## config.mk

```make
export PLATFORM = sky130hd
export DESIGN_NAME = flash_op_ctrl
export DESIGN_NICKNAME = d
export VERILOG_FILES = /design/src/rtl/flash_op_pkg.sv /design/src/rtl/flash_key_fsm.sv /design/src/rtl/flash_op_check.sv /design/src/rtl/flash_op_timer.sv /design/src/rtl/flash_op_ctrl.sv
export SDC_FILE = /design/constraint.sdc
export NUM_CORES = 1
export LEC_CHECK = 0
export BUFFER_PORTS_ARGS = -buffer_cell sky130_fd_sc_hd__buf_2
export CORE_MARGIN = 2
export CORE_UTILIZATION = 56
export DETAILED_ROUTE_END_ITERATION = 6
export PLACE_DENSITY = 0.79
export SLEW_MARGIN = 10
export SYNTH_ARGS = -nofsm -noshare
export SYNTH_HDL_FRONTEND = slang
export SYNTH_HIERARCHICAL = 1
export SYNTH_SLANG_ARGS = --single-unit
export TNS_END_PERCENT = 30
```

## constraint.sdc

```tcl
create_clock -name clk -period 2.7 [get_ports clk]
set_input_delay 0.54 -clock clk [delete_from_list [all_inputs] [get_ports clk]]
set_output_delay 0.54 -clock clk [all_outputs]
set_load 0.02 [all_outputs]
```

## src/rtl/flash_op_pkg.sv

```systemverilog
package flash_op_pkg;
   localparam logic [1:0] SEL_CTRL = 2'd0;
   localparam logic [1:0] SEL_KEY  = 2'd1;
   localparam logic [1:0] SEL_ADDR = 2'd2;

   localparam int START_BIT = 15;
   localparam int WREN_BIT  = 14;
   localparam int ERR_BIT   = 13;

   localparam logic [3:0] OPC_ROW  = 4'b0010;
   localparam logic [3:0] OPC_PAGE = 4'b0011;
   localparam logic [3:0] OPC_BULK = 4'b0100;

   localparam logic [7:0] KEY_FIRST  = 8'h55;
   localparam logic [7:0] KEY_SECOND = 8'hAA;

   typedef enum logic [1:0] {
      KS_IDLE = 2'd0,
      KS_HALF = 2'd1,
      KS_OPEN = 2'd2
   } key_state_t;
endpackage

```

## src/rtl/flash_key_fsm.sv

```systemverilog
module flash_key_fsm
   import flash_op_pkg::*;
#(
   parameter int KEY_W = 8
) (
   input  logic             clk,
   input  logic             rst_n,
   input  logic             key_we,
   input  logic [KEY_W-1:0] key_data,
   output logic             window
);
   key_state_t state_q;

   always_ff @(posedge clk or negedge rst_n) begin
      if (!rst_n) begin
         state_q <= KS_IDLE;
      end else if (key_we) begin
         if (key_data == KEY_W'(KEY_FIRST))
            state_q <= KS_HALF;
         else if (state_q == KS_HALF && key_data == KEY_W'(KEY_SECOND))
            state_q <= KS_OPEN;
         else
            state_q <= KS_IDLE;
      end else if (state_q == KS_OPEN) begin
         state_q <= KS_IDLE;
      end
   end

   assign window = (state_q == KS_OPEN);
endmodule

```

## src/rtl/flash_op_check.sv

```systemverilog
module flash_op_check
   import flash_op_pkg::*;
#(
   parameter int ADDR_W     = 24,
   parameter int OP_W       = 4,
   parameter int PAGE_WORDS = 512,
   parameter int ROW_WORDS  = 64,
   parameter int CNT_W      = 16,
   parameter int PAGE_CYC   = 2000,
   parameter int ROW_CYC    = 400,
   parameter int BULK_CYC   = 20000,
   parameter bit PROTECT_EN = 1'b1
) (
   input  logic [OP_W-1:0]   opcode,
   input  logic [ADDR_W-1:0] addr,
   input  logic              prot_mode,
   input  logic              p2_act,
   output logic              op_ok,
   output logic              tgt_inactive,
   output logic              prot_block,
   output logic [ADDR_W-1:0] tgt_addr,
   output logic [CNT_W-1:0]  op_cycles
);
   localparam int PAGE_LSB = $clog2(PAGE_WORDS) + 1;
   localparam int ROW_LSB  = $clog2(ROW_WORDS) + 1;
   localparam int PART_BIT = ADDR_W - 2;
   localparam logic [ADDR_W-1:0] PAGE_MASK = ~ADDR_W'((64'd1 << PAGE_LSB) - 64'd1);
   localparam logic [ADDR_W-1:0] ROW_MASK  = ~ADDR_W'((64'd1 << ROW_LSB) - 64'd1);
   localparam logic [ADDR_W-1:0] PART_BASE = ADDR_W'(64'd1 << PART_BIT);

   always_comb begin
      op_ok        = 1'b1;
      tgt_inactive = addr[PART_BIT];
      tgt_addr     = addr;
      op_cycles    = CNT_W'(PAGE_CYC);
      case (opcode)
         OP_W'(OPC_PAGE): tgt_addr = addr & PAGE_MASK;
         OP_W'(OPC_ROW): begin
            tgt_addr  = addr & ROW_MASK;
            op_cycles = CNT_W'(ROW_CYC);
         end
         OP_W'(OPC_BULK): begin
            tgt_addr     = PART_BASE;
            tgt_inactive = 1'b1;
            op_cycles    = CNT_W'(BULK_CYC);
         end
         default: op_ok = 1'b0;
      endcase
   end

   generate
      if (PROTECT_EN) begin : g_protect
         assign prot_block = prot_mode & p2_act & tgt_inactive;
      end else begin : g_open
         assign prot_block = 1'b0;
      end
   endgenerate
endmodule

```

## src/rtl/flash_op_timer.sv

```systemverilog
module flash_op_timer #(
   parameter int CNT_W = 16
) (
   input  logic             clk,
   input  logic             rst_n,
   input  logic             load,
   input  logic [CNT_W-1:0] load_val,
   output logic             busy,
   output logic             done
);
   logic [CNT_W-1:0] cnt_q;

   always_ff @(posedge clk or negedge rst_n) begin
      if (!rst_n) begin
         cnt_q <= '0;
         busy  <= 1'b0;
         done  <= 1'b0;
      end else begin
         done <= 1'b0;
         if (load) begin
            cnt_q <= load_val;
            busy  <= 1'b1;
         end else if (busy) begin
            if (cnt_q == CNT_W'(1)) begin
               busy <= 1'b0;
               done <= 1'b1;
            end else begin
               cnt_q <= cnt_q - CNT_W'(1);
            end
         end
      end
   end
endmodule

```

## src/rtl/flash_op_ctrl.sv

```systemverilog
module flash_op_ctrl
   import flash_op_pkg::*;
#(
   parameter int ADDR_W     = 24,
   parameter int DATA_W     = 24,
   parameter int KEY_W      = 8,
   parameter int OP_W       = 4,
   parameter int PAGE_WORDS = 512,
   parameter int ROW_WORDS  = 64,
   parameter int PAGE_CYC   = 2000,
   parameter int ROW_CYC    = 400,
   parameter int BULK_CYC   = 20000,
   parameter bit PROTECT_EN = 1'b1
) (
   input  logic              clk,
   input  logic              rst_n,
   input  logic              reg_we,
   input  logic [1:0]        reg_sel,
   input  logic [DATA_W-1:0] reg_wdata,
   input  logic              dual_protected,
   input  logic              p2_is_active,
   output logic              ctl_start,
   output logic              ctl_wren,
   output logic              ctl_err,
   output logic [OP_W-1:0]   ctl_opcode,
   output logic [ADDR_W-1:0] op_addr,
   output logic              cpu_stall,
   output logic              done_irq
);
   localparam int MAX_CYC = (BULK_CYC > PAGE_CYC) ?
                            ((BULK_CYC > ROW_CYC) ? BULK_CYC : ROW_CYC) :
                            ((PAGE_CYC > ROW_CYC) ? PAGE_CYC : ROW_CYC);
   localparam int CNT_W = $clog2(MAX_CYC + 1);

   initial begin
      assert (DATA_W >= 16 && DATA_W >= ADDR_W && DATA_W >= KEY_W)
         else $error("flash_op_ctrl: DATA_W too narrow");
      assert (OP_W == 4 && KEY_W == 8) else $error("flash_op_ctrl: field widths");
      assert (PAGE_CYC >= 1 && ROW_CYC >= 1 && BULK_CYC >= 1)
         else $error("flash_op_ctrl: cycle counts must be positive");
      assert ($clog2(PAGE_WORDS) + 1 < ADDR_W - 2 && ROW_WORDS <= PAGE_WORDS)
         else $error("flash_op_ctrl: alignment sizes");
   end

   logic              busy, tmr_done, key_window;
   logic              wr_ctrl, wr_key, wr_addr;
   logic [ADDR_W-1:0] addr_q, tgt_addr;
   logic              op_ok, tgt_inactive, prot_block;
   logic [CNT_W-1:0]  op_cycles;
   logic              go_req, accept, reject;
   logic              stall_q, inact_q;

   assign wr_ctrl = reg_we && reg_sel == SEL_CTRL && !busy;
   assign wr_key  = reg_we && reg_sel == SEL_KEY;
   assign wr_addr = reg_we && reg_sel == SEL_ADDR && !busy;

   flash_key_fsm #(.KEY_W(KEY_W)) u_key (
      .clk      (clk),
      .rst_n    (rst_n),
      .key_we   (wr_key),
      .key_data (reg_wdata[KEY_W-1:0]),
      .window   (key_window)
   );

   flash_op_check #(
      .ADDR_W(ADDR_W), .OP_W(OP_W), .PAGE_WORDS(PAGE_WORDS), .ROW_WORDS(ROW_WORDS),
      .CNT_W(CNT_W), .PAGE_CYC(PAGE_CYC), .ROW_CYC(ROW_CYC), .BULK_CYC(BULK_CYC),
      .PROTECT_EN(PROTECT_EN)
   ) u_chk_op (
      .opcode       (reg_wdata[OP_W-1:0]),
      .addr         (addr_q),
      .prot_mode    (dual_protected),
      .p2_act       (p2_is_active),
      .op_ok        (op_ok),
      .tgt_inactive (tgt_inactive),
      .prot_block   (prot_block),
      .tgt_addr     (tgt_addr),
      .op_cycles    (op_cycles)
   );

   assign go_req = wr_ctrl && key_window && reg_wdata[START_BIT] && ctl_wren;
   assign accept = go_req && op_ok && !prot_block;
   assign reject = go_req && !(op_ok && !prot_block);

   flash_op_timer #(.CNT_W(CNT_W)) u_tmr (
      .clk      (clk),
      .rst_n    (rst_n),
      .load     (accept),
      .load_val (op_cycles),
      .busy     (busy),
      .done     (tmr_done)
   );

   always_ff @(posedge clk or negedge rst_n) begin
      if (!rst_n) begin
         addr_q     <= '0;
         ctl_wren   <= 1'b0;
         ctl_err    <= 1'b0;
         ctl_opcode <= '0;
         op_addr    <= '0;
         stall_q    <= 1'b0;
         inact_q    <= 1'b0;
      end else begin
         if (wr_addr)
            addr_q <= reg_wdata[ADDR_W-1:0];
         if (wr_ctrl) begin
            ctl_wren   <= reg_wdata[WREN_BIT];
            ctl_opcode <= reg_wdata[OP_W-1:0];
            if (reject)
               ctl_err <= 1'b1;
            else if (!reg_wdata[ERR_BIT])
               ctl_err <= 1'b0;
         end
         if (accept) begin
            op_addr <= tgt_addr;
            stall_q <= !tgt_inactive;
            inact_q <= tgt_inactive;
         end
      end
   end

   assign ctl_start = busy;
   assign cpu_stall = busy && stall_q;
   assign done_irq  = tmr_done && inact_q;
endmodule

```

### Word level (Yosys, flattened, before mapping)

Index checks and enable logic that the tools add are counted.

* logic and storage cells: 70
* input port bits: 31
* register bits after elaboration: 75
* output and inout port bits: 33
* bits in writable memories: 0
* memories kept: 0
* bits in latches: 0
* memory bits (read-only): 0

* add/sub/neg operators: 1
* eq/ne operators: 12
* reductions and logical operators: 25
* divide/modulo/power cells: 0
* mux-type cells: 19
* bitwise logic cells: 2
* order comparisons: 0
* $mul: 0
* shift-type cells: 0

Operators by type and width (count)
* one-hot mux 24 bit (3 select lines): 1
* two-way mux 15 bit: 3
* one-hot mux 15 bit (2 select lines): 1
* == test 15 x 1 -> 1 bit (second input constant): 1
* logical AND 1 bit: 15
* subtractor 15 x 1 -> 15 bit (second input constant): 1
* two-way mux 1 bit: 10
* == test 4 x 2 -> 1 bit (second input constant): 2
* == test 8 x 7 -> 1 bit (second input constant): 1
* == test 8 bit (second input constant): 1
* two-way mux 2 bit: 4
* == test 2 x 1 -> 1 bit (second input constant): 2
* == test 2 bit (second input constant): 2
* == test 4 x 3 -> 1 bit (second input constant): 1
* logical NOT 1 bit: 4
* AND reduction 2 bit: 2
* nonzero test 2 bit: 2
* OR reduction 3 bit: 1
* AND 1 bit: 2
* logical NOT 2 bit: 1
* inequality test 2 x 1 -> 1 bit (second input constant): 1
* inequality test 2 bit (second input constant): 1

### Logic depth before layout (Yosys ltp)

* depth after elaboration: 10
* gate-level depth with buffers: 13
* depth with buffers taken out: 9

### By module

The synthesis kept the hierarchy.

By module, submodules not included
* flash_op_ctrl: seq. area each 1401.3 um2, area each 2250.9 um2, times used 1, cells each 128
* flash_op_timer: seq. area each 425.4 um2, area each 1161.1 um2, times used 1, cells each 127
* flash_op_check: seq. area each 0.0 um2, area each 346.6 um2, times used 1, cells each 50
* flash_key_fsm: seq. area each 50.0 um2, area each 145.1 um2, times used 1, cells each 13

### Least setup slack after synthesis

Ideal clock, no wire load.

* path kind: input to register
* from: in reg_wdata[1]
* to: reg u_tmr.cnt_q[0]
* library setup time: 126 ps
* data arrival time: 2784 ps
* path buffers: 4
* setup slack: -210 ps
* cell stages on the path: 13
* required time: 2574 ps
* cells stage by stage: nor4b_2 buf_2 o211a_1 nand2b_1 and3b_1 buf_6 buf_12 buf_2 nor4_4 nand4_4 nand2_4 inv_2 a221o_1

* word-level cells in the longest chain between the ends: 7
* elaborated cells on any way between the ends: 14
* classes of those cells: eq/ne: 4; mux: 3; bitwise: 1; reduce/logical: 6

Ends and longest elaborated chain
* from (decl): line flash_op_ctrl.sv:19 `input logic [DATA_W-1:0] reg_wdata,`
* == test 4 x 3 -> 1 bit (*): line flash_op_check.sv:36 `case (opcode)`
* two-way mux 1 bit (*): line flash_op_check.sv:36
* AND 1 bit (*): line flash_op_check.sv:53 `assign prot_block = prot_mode & p2_act & tgt_inactive;`
* named net prot_block: line flash_op_ctrl.sv:48 `logic op_ok, tgt_inactive, prot_block;`
* logical NOT 1 bit (*): line flash_op_ctrl.sv:82 `assign accept = go_req && op_ok && !prot_block;`
* logical AND 1 bit (*): line flash_op_ctrl.sv:82
* named net accept: line flash_op_ctrl.sv:50 `logic go_req, accept, reject;`
* inequality test 2 bit (no source line) or nonzero test 2 bit (tied branches)
* AND reduction 2 bit (no source line)
* to (signal assigned): line flash_op_timer.sv:21 `cnt_q <= load_val;`
* to (signal assigned): line flash_op_timer.sv:28 `cnt_q <= cnt_q - CNT_W'(1);`
* to (decl): line flash_op_timer.sv:11 `logic [CNT_W-1:0] cnt_q;`

Mark *: on every way through the listed nets, which the timed path passes. The rest lies on a longest branch.
A chain may end at the register's enable or synchronous reset.

### Worst setup path in the final report

* from: in reg_wdata[3]
* to: reg u_tmr.cnt_q[0]

* word-level cells in the longest chain between the ends: 7
* elaborated cells on any way between the ends: 14
* classes of those cells: eq/ne: 4; mux: 3; bitwise: 1; reduce/logical: 6

Ends and longest elaborated chain (line)
* == test 4 x 3 -> 1 bit (*): flash_op_check.sv:36
* two-way mux 1 bit (*): flash_op_check.sv:36
* AND 1 bit (*): flash_op_check.sv:53
* named net prot_block: flash_op_ctrl.sv:48
* logical NOT 1 bit (*): flash_op_ctrl.sv:82
* logical AND 1 bit (*): flash_op_ctrl.sv:82
* inequality test 2 bit (no source line) or nonzero test 2 bit (tied branches)
* AND reduction 2 bit (no source line)

Marks and branches as above.

==> impl_metrics.env <==
export IMPL_status="finished, final reports clean"
export IMPL_drt_pass1_iter_count=4
export IMPL_combinational_family_with_the_most_area_after_synthesis="multiplexers"
export IMPL_area_growth_pct=15.1
export IMPL_cts_tree="yes"
export IMPL_arrival_ns=2.44
export IMPL_dr_vias=2783
export IMPL_first_global_vias=2782
export IMPL_drive_above_1_share=0.438
export IMPL_avgViaCountPerCell=5.88
export IMPL_setup_viol=0
export IMPL_worst_clock_skew_ns=0.0101
export IMPL_setup_reg_to_reg_worst_slack_ns=0.57
export IMPL_io_pins=64
export IMPL_cap_violations=0
export IMPL_synth_avg_cell_area_um2=12.3
export IMPL_grt_overflow=0
export IMPL_synth_edff_count=0
export IMPL_cts_max_path_buffers=2
export IMPL_worstSetupEndpointType="flop"
export IMPL_dpl_cell_area_um2=4300
export IMPL_synth_compound_area_share=0.0965
export IMPL_timing_setup_critical_path_class="input port to flop"
export IMPL_cts_inserted_buffers=9
export IMPL_insertion_delay_ns=0.36
export IMPL_nets=421
export IMPL_final_max_slew_violation_count=0
export IMPL_h_tree_depth=3
export IMPL_drtIter0Drc=159
export IMPL_die_w_um=87.5
export IMPL_io_buffer_count=63
export IMPL_route_detailed_wl_per_inst_um=17.7
export IMPL_clk_pin_slew_ns=0.09
export IMPL_number_of_antenna_violations_at_the_first_check_in_global_routing=0
export IMPL_grt_setup_unrepaired="false"
export IMPL_tightest_slew_ns=0.927
export IMPL_yosys_warnings=6
export IMPL_power_density_cell_area_nw_per_um2=523
export IMPL_worstSetupStartpointType="input port"
export IMPL_remaining_drc_errors=0
export IMPL_slew_headroom=0.382
export IMPL_synth_ff_latch_count=75
export IMPL_wirelength_mm=8.36
export IMPL_post_cts_repair_setup_buffers=0
export IMPL_dp_final_hpwl_mm=5.91
export IMPL_synthArstFlopShare=1.00
export IMPL_worst_endpoint_required_ns=2.94
export IMPL_layout_min_cycle_time_ns=2.21
export IMPL_die_height_um=87.5
export IMPL_vdd_drop_max_uv=428
export IMPL_max_freq_mhz=453
export IMPL_placeableCoreArea_um2=6760
export IMPL_synth_lib_cells_used_distinct=63
export IMPL_yosys_area_share_simple=0.173
export IMPL_hold_violations=0
export IMPL_filler_cell_count=509
export IMPL_synth_xor_xnor_area_share=0
export IMPL_min_delay_path_class="input port to async pin"
export IMPL_post_synth_mux_area_share=0.178
export IMPL_cts_hold_buf=0
export IMPL_post_cts_resized=0
export IMPL_final_period_utilization=0.818
export IMPL_postSynthCellCount=318
export IMPL_cts_sink_count=75
export IMPL_leakage_nw=2.10
export IMPL_setup_total_negative_slack_ns=0
export IMPL_routabilityCongestion=0.857
export IMPL_grt_first_pass_wirelength_mm=13.5
export IMPL_seq_area_frac_synth=0.481
export IMPL_n_antenna_cell=0
export IMPL_dominantRegCellSynth="sky130_fd_sc_hd__dfrtp_1"
export IMPL_die_area_um2=7650
export IMPL_critical_path_peak_fanout=8
export IMPL_antenna_violating_nets_post_route=0
export IMPL_root_buffer="sky130_fd_sc_hd__clkbuf_8"
export IMPL_fp_row_count=30
export IMPL_finish_instance_area_um2=4490
export IMPL_initial_core_util=0.578
export IMPL_track_usage=0.233
export IMPL_synthAdderAreaFrac=0.00641
export IMPL_pin_count_of_the_biggest_net_entering_global_routing=76
export IMPL_post_synth_instance_area_um2=3900
per-layer routing:
layer / part of all wire / track usage / vias to the layer above
met5: 0 / 0 / -
met4: 0.011 / 0.0783 / 0
met3: 0.054 / 0.0521 / 6
met2: 0.52 / 0.395 / 91
met1: 0.42 / 0.294 / 1395
li1: - / - / 1291
path summary, 6_finish.rpt:
kind | cells after the start | from | to
worst max-delay path | 10 | reg_wdata[3] | u_tmr/cnt_q[0]
worst min-delay path | 1 | rst_n | op_addr[6]
worst max register to register | 6 | u_tmr/busy | u_tmr/cnt_q[7]
worst min register to register | 1 | inact_q | inact_q
max in group asynchronous | 1 | rst_n | stall_q
min in group clk | 2 | reg_wdata[23] | addr_q[23]
per-stage QoR:
stage | cells | utilization | hold slack, ns | power [W] | worst slack (ns)
final | 473 | 0.665 | 0.307 | 0.00235 | 0.492
after global routing | 473 | 0.665 | 0.388 | 0.00247 | 0.360
after CTS | 473 | 0.665 | 0.353 | 0.00238 | 0.494
after detailed placement | 457 | 0.637 | 0.487 | 0.00154 | 0.124
after global placement | 457 | 0.637 | 0.480 | 0.00153 | 0.240
after floorplan | 323 | - | 0.244 | 0.00143 | -0.0500
cell usage after synthesis (6+ instances only):
cell / number / area [um2]
sky130_fd_sc_hd__a21oi_1: 6 / 30.0
sky130_fd_sc_hd__o31ai_1: 7 / 52.6
sky130_fd_sc_hd__buf_2: 7 / 35.0
sky130_fd_sc_hd__nor3_1: 6 / 30.0
sky130_fd_sc_hd__nor2b_1: 15 / 93.8
sky130_fd_sc_hd__inv_1: 8 / 30.0
sky130_fd_sc_hd__buf_4: 13 / 97.6
sky130_fd_sc_hd__nor2_1: 15 / 56.3
sky130_fd_sc_hd__a22oi_1: 6 / 45.0
sky130_fd_sc_hd__nor3b_1: 11 / 82.6
sky130_fd_sc_hd__o21ai_1: 6 / 30.0
sky130_fd_sc_hd__mux2_4: 18 / 270
sky130_fd_sc_hd__mux2_2: 36 / 405
sky130_fd_sc_hd__dfrtp_1: 75 / 1880
registers in the layout, summed over array words and instances, names as in the netlist:
register,flops
addr_q,24
ctl_err,1
ctl_opcode,4
ctl_wren,1
inact_q,1
op_addr,24
stall_q,1
u_key/state_q,2
u_tmr/busy,1
u_tmr/cnt_q,15
u_tmr/done,1
cells in the final DEF, fill, tap and decap left out, types with 5 or more instances in the layout:
master / Yosys / final
sky130_fd_sc_hd__nand2_1: 5 / 5
sky130_fd_sc_hd__mux2_2: 36 / 36
sky130_fd_sc_hd__nor2_1: 15 / 15
sky130_fd_sc_hd__buf_2: 7 / 62
sky130_fd_sc_hd__inv_1: 8 / 8
sky130_fd_sc_hd__o31ai_1: 7 / 7
sky130_fd_sc_hd__or2_2: 5 / 5
sky130_fd_sc_hd__buf_4: 13 / 20
sky130_fd_sc_hd__clkbuf_8: 0 / 9
sky130_fd_sc_hd__conb_1: 1 / 6
sky130_fd_sc_hd__dfrtp_1: 75 / 75
sky130_fd_sc_hd__nor2b_1: 15 / 15
sky130_fd_sc_hd__nor3_1: 6 / 6
sky130_fd_sc_hd__nor3b_1: 11 / 11
sky130_fd_sc_hd__a21oi_1: 6 / 6
sky130_fd_sc_hd__mux2_4: 18 / 18
sky130_fd_sc_hd__a22oi_1: 6 / 6
sky130_fd_sc_hd__o21ai_1: 6 / 6
logic make-up after synthesis:
| family | after synthesis |
|---|---|
| and+or+nand+nor | 95 |
| DFF | 75 |
| muxes | 56 |
| AOI/OAI and AO/OA | 51 |
| buffers and inverters | 38 |
| adders and majority gates | 2 |
| other | 1 |
critical path, stage by stage:
cell and delay [ns]:
sky130_fd_sc_hd__buf_2 0.12, sky130_fd_sc_hd__nor4b_4 0.36, sky130_fd_sc_hd__o211a_1 0.18, sky130_fd_sc_hd__nand2b_1 0.12
sky130_fd_sc_hd__and3b_2 0.28, sky130_fd_sc_hd__nor4_4 0.24, sky130_fd_sc_hd__nand4_4 0.15, sky130_fd_sc_hd__nand2_4 0.11
sky130_fd_sc_hd__inv_2 0.04, sky130_fd_sc_hd__a221o_1 0.29
power breakdown:
group / internal (W) / switching, W
clock: 0.000356 / 0.000476
sequential: 0.00120 / 0.0000401
combinational: 0.000147 / 0.000127
total: 0.00171 / 0.000643
layout make-up:
| type | instances | area (um2) | share of cell area |
|---|---|---|---|
| multi-input combinational | 210 | 1810 | 0.404 |
| tap | 80 | 100 | 0.0223 |
| clock inverter | 7 | 65.1 | 0.0145 |
| timing repair buffer | 83 | 480 | 0.107 |
| clock buffer | 9 | 124 | 0.0276 |
| inverter | 9 | 33.8 | 0.00752 |
| sequential | 75 | 1880 | 0.418 |
Power figures use the tool's default switching activity.
